### src/rtl/scan_chain_ctrl.sv
module scan_chain_ctrl #(
  parameter int W = 8
) (
  input  logic         clk,
  input  logic         rst_n,
  input  logic         test_mode,
  input  logic         start,
  input  logic         scan_in,
  input  logic [W-1:0] func_in,
  output logic [W-1:0] func_out,
  output logic         scan_out,
  output logic         busy,
  output logic         done
);
  localparam int CW = (W > 1) ? $clog2(W) : 1;
  localparam logic [CW-1:0] LAST = CW'(W - 1);

  typedef enum logic [2:0] {IDLE, SHIFT_IN, CAPTURE, SHIFT_OUT, DONE} st_t;

  st_t           st;
  logic [CW-1:0] cnt;
  logic [W-1:0]  q;
  logic [W-1:0]  comb;
  logic          shifting;

  assign comb     = func_in ^ {q[W-2:0], q[W-1]};
  assign shifting = (st == SHIFT_IN) || (st == SHIFT_OUT);

  always_ff @(posedge clk or negedge rst_n) begin
    if (!rst_n) begin
      st  <= IDLE;
      cnt <= '0;
    end else if (!test_mode) begin
      st  <= IDLE;
      cnt <= '0;
    end else begin
      case (st)
        IDLE, DONE: begin
          if (start) begin
            st  <= SHIFT_IN;
            cnt <= LAST;
          end else begin
            st  <= IDLE;
          end
        end
        SHIFT_IN: begin
          if (cnt == '0) st <= CAPTURE;
          else           cnt <= cnt - 1'b1;
        end
        CAPTURE: begin
          st  <= SHIFT_OUT;
          cnt <= LAST;
        end
        SHIFT_OUT: begin
          if (cnt == '0) st <= DONE;
          else           cnt <= cnt - 1'b1;
        end
        default: st <= IDLE;
      endcase
    end
  end

  always_ff @(posedge clk or negedge rst_n) begin
    if (!rst_n)              q <= '0;
    else if (!test_mode)     q <= comb;
    else if (shifting)       q <= {scan_in, q[W-1:1]};
    else if (st == CAPTURE)  q <= comb;
  end

  assign func_out = q;
  assign scan_out = q[0];
  assign busy     = (st == SHIFT_IN) || (st == CAPTURE) || (st == SHIFT_OUT);
  assign done     = (st == DONE);
endmodule


### config.mk
export PLATFORM = sky130hd
export DESIGN_NAME = scan_chain_ctrl
export DESIGN_NICKNAME = d
export VERILOG_FILES = /design/src/rtl/scan_chain_ctrl.sv
export SDC_FILE = /design/constraint.sdc
export NUM_CORES = 1
export LEC_CHECK = 0
export CORE_ASPECT_RATIO = 0.75
export CORE_MARGIN = 3
export CORE_UTILIZATION = 40
export DETAILED_ROUTE_END_ITERATION = 10
export DONT_BUFFER_PORTS = 1
export GPL_TIMING_DRIVEN = 0
export SETUP_SLACK_MARGIN = 0.5
export SLEW_MARGIN = 40
export SYNTH_ARGS = -nofsm -noshare
export SYNTH_HDL_FRONTEND = slang
export SYNTH_SLANG_ARGS = --single-unit
### constraint.sdc
create_clock -name clk -period 2 [get_ports clk]
set_input_delay 0.1 -clock clk [delete_from_list [all_inputs] [get_ports clk]]
set_output_delay 0.1 -clock clk [all_outputs]
set_load 0.02 [all_outputs]
==> metrics.yaml <==
path_max_fanout: 10
fin_cells: 107
grt_pass1_vias: 553
cp_data_required_time_ns: 2.17
core_area_um2: 1870
yosysSeqAreaShare_pct: 41.0
dp.cells: 95
r2r_cells: 5
fillers: 166
cp_data_arrival_time_ns: 1.63
layout.area.seq_um2: 352
numCtsBuffers: 3
critical_path_class: "reg2reg"
p_clk_share_pct: 15.2
peakVddDrop_mv: 0.684
cp-end-kind: "flip-flop"
hold_path_depth: 2
status: "finished clean"
worst_hold_path_type: "in2reg"
num_vias: 569
drv_slew: 0
antenna_cells: 0
root_buffer: "clkbuf_4"
wirelength_mm: 1.53
multi_input_area_um2: 474
yosys_warnings: 0
powerDensity_nw_per_um2: 1340
clock_skew_ns: 0.00452
syn-cell-area_um2: 855
antenna_found_initial: 0
setup_slack_ns: 0.542
htree_levels: 1
switching_share_pct: 40.1
yosysUniqueCellTypes: 25
die-area_um2: 2730
drc: 0
clk-insertion-delay-late_ns: 0.28
dr.first_iter.drc_count: 5
grt_pass1_wl_mm: 2.44
cp-start-kind: "flip-flop"
syn_inst: 73
layout_min_cycle_time_ns: 1.46
rsz0062_at_grt: "no"
relSlewSlack_pct: 56.8
grt_max_degree: 15
grt.overflow.total: 0
dieWidth_um: 59.4
port_buffers: 0
power.total_mw: 1.36
drive_above_1_share_pct: 40.0
num_io_pins: 24
drv_cap: 0
p_leak_nw: 0.521
wire_per_inst_um: 14.3
numClockSinks: 14
setup_viol: 0
placed_area_um2: 882
final_common_cell: "dfrtp_1"
clk_path_buf_depth: 2
hpwlAfterDp_mm: 1.08
gp_congestion: 0.741
intPower_mw: 0.813
finalSetupTns_ns: 0
ys_seq_elements: 14
post-route-period-util_pct: 72.9
rows: 13
post-place-ws_ns: 0.514
clkTransAtPathRegs_ns: 0.09
initial_core_util_pct: 45.7
comb_power_share_pct: 38.5
switchingPower_mw: 0.545
grt.total_usage_pct: 12.4
postSynthAreaPerCell_um2: 11.7
max_freq_mhz: 686
worst_slew_pin_slew_ns: 0.645
nets: 101
hold_violations: 0
syn_nets: 88
area_growth_pct: 18.4
layout_common_cells: "dfrtp_1 (13), mux2i_1 (8), buf_4 (8), xor2_1 (7)"
antenna_left: 0
cts_tree: "built"
die_h_um: 46.0
via_per_inst: 5.32
sequentialPowerShare_pct: 46.3
fin_area_um2: 1010
firstDrtPassIters: 2
[synth_stat cells]
cell	n	area [µm²]
a21o_1	1	7.51
nor4_1	1	6.26
nand2_1	2	7.51
o21ai_4	1	16.3
o311a_2	1	11.3
o21ai_0	2	10.0
nand3b_4	1	20.0
xor2_1	7	61.3
nor2_1	4	15.0
mux2i_1	8	80.1
nor3b_1	1	7.51
ha_1	2	25.0
buf_4	1	7.51
xnor2_1	2	17.5
and2_1	1	6.26
nor3_1	2	10.0
o31ai_1	1	7.51
dfrtp_1	14	350
mux2_2	2	22.5
buf_6	2	22.5
nor2b_1	2	12.5
inv_1	7	26.3
a21oi_1	1	5.00
a221oi_1	1	8.76
mux2_4	6	90.1
[power by group through the flow]
stage,clock network (mW),registers [mW],logic (mW)
6_report,0.207,0.628,0.523
4_1_cts,0.216,0.627,0.487
3_5_place_dp,0,0.632,0.469
2_1_floorplan,0,0.596,0.420
5_1_grt,0.219,0.647,0.585
3_3_place_gp,0,0.630,0.461
[what timing repair did]
item | in CTS | in global routing
resized for setup | 3 | 8
buffers inserted | 0 | 7
hold buffers | 1 | 0
setup endpoints to repair | 2 | 9
pin swaps | 0 | 2
endpoints found under the hold margin | 14 | 0
[critical path: stages, from the launching register on]
cell and delay (ns):
dfrtp_1 0.38, buf_6 0.14, nand3b_4 0.15, buf_8 0.14
mux2_4 0.29, mux2_4 0.25
[cell families (layout without fill, tap and decap cells)]
logic type               after synthesis  in the layout  synth area share (%)
AO/OA/AOI/OAI                          8              8                  7.76
XOR/XNOR                               9              9                  9.22
adder cells (fa/ha/maj)                2              2                  2.93
buffers and inverters                 10             22                  6.59
flip-flops                            14             14                  41.0
multiplexers                          16             16                  22.5
AND/OR/NAND/NOR                       14             14                  9.96
[flip-flops by register name, indices dropped and copies added (netlist names)]
signal,count
cnt,3
st,3
func_out,8
[metal layers]
layer	wire, µm	global-route usage, %
met1	721	15.1
met3	122	7.37
met5	0	0
met2	678	18.3
met4	6	4.07
[final timing paths]
kind	start	endpoint	slack [ns]
worst max-delay path	st[2]	func_out[5]	0.54
worst min-delay path	test_mode	st[0]	0.03
worst max register to register	st[2]	func_out[5]	0.54
worst min register to register	cnt[0]	cnt[0]	0.54
max in group asynchronous	rst_n	st[0]	1.28
min in group asynchronous	rst_n	func_out[7]	0.28
[layout make-up]
cell class / instances / share of cell area [%]
clock buffers: 4 / 3.58
repair buffers: 8 / 6.18
flip-flops and latches: 14 / 34.7
well taps: 22 / 2.72
inverters: 7 / 2.60
multi-input cells: 49 / 46.8
plain buffers: 3 / 3.34
[through the flow]
stage	utilization (%)	hold slack, ns
floorplan	-	-0.196
global placement	47.2	-0.195
detailed placement	47.2	-0.195
CTS	50.2	0.0217
global route	54.1	0.0463
finish	54.1	0.0338
Power figures use the tool's default switching activity.
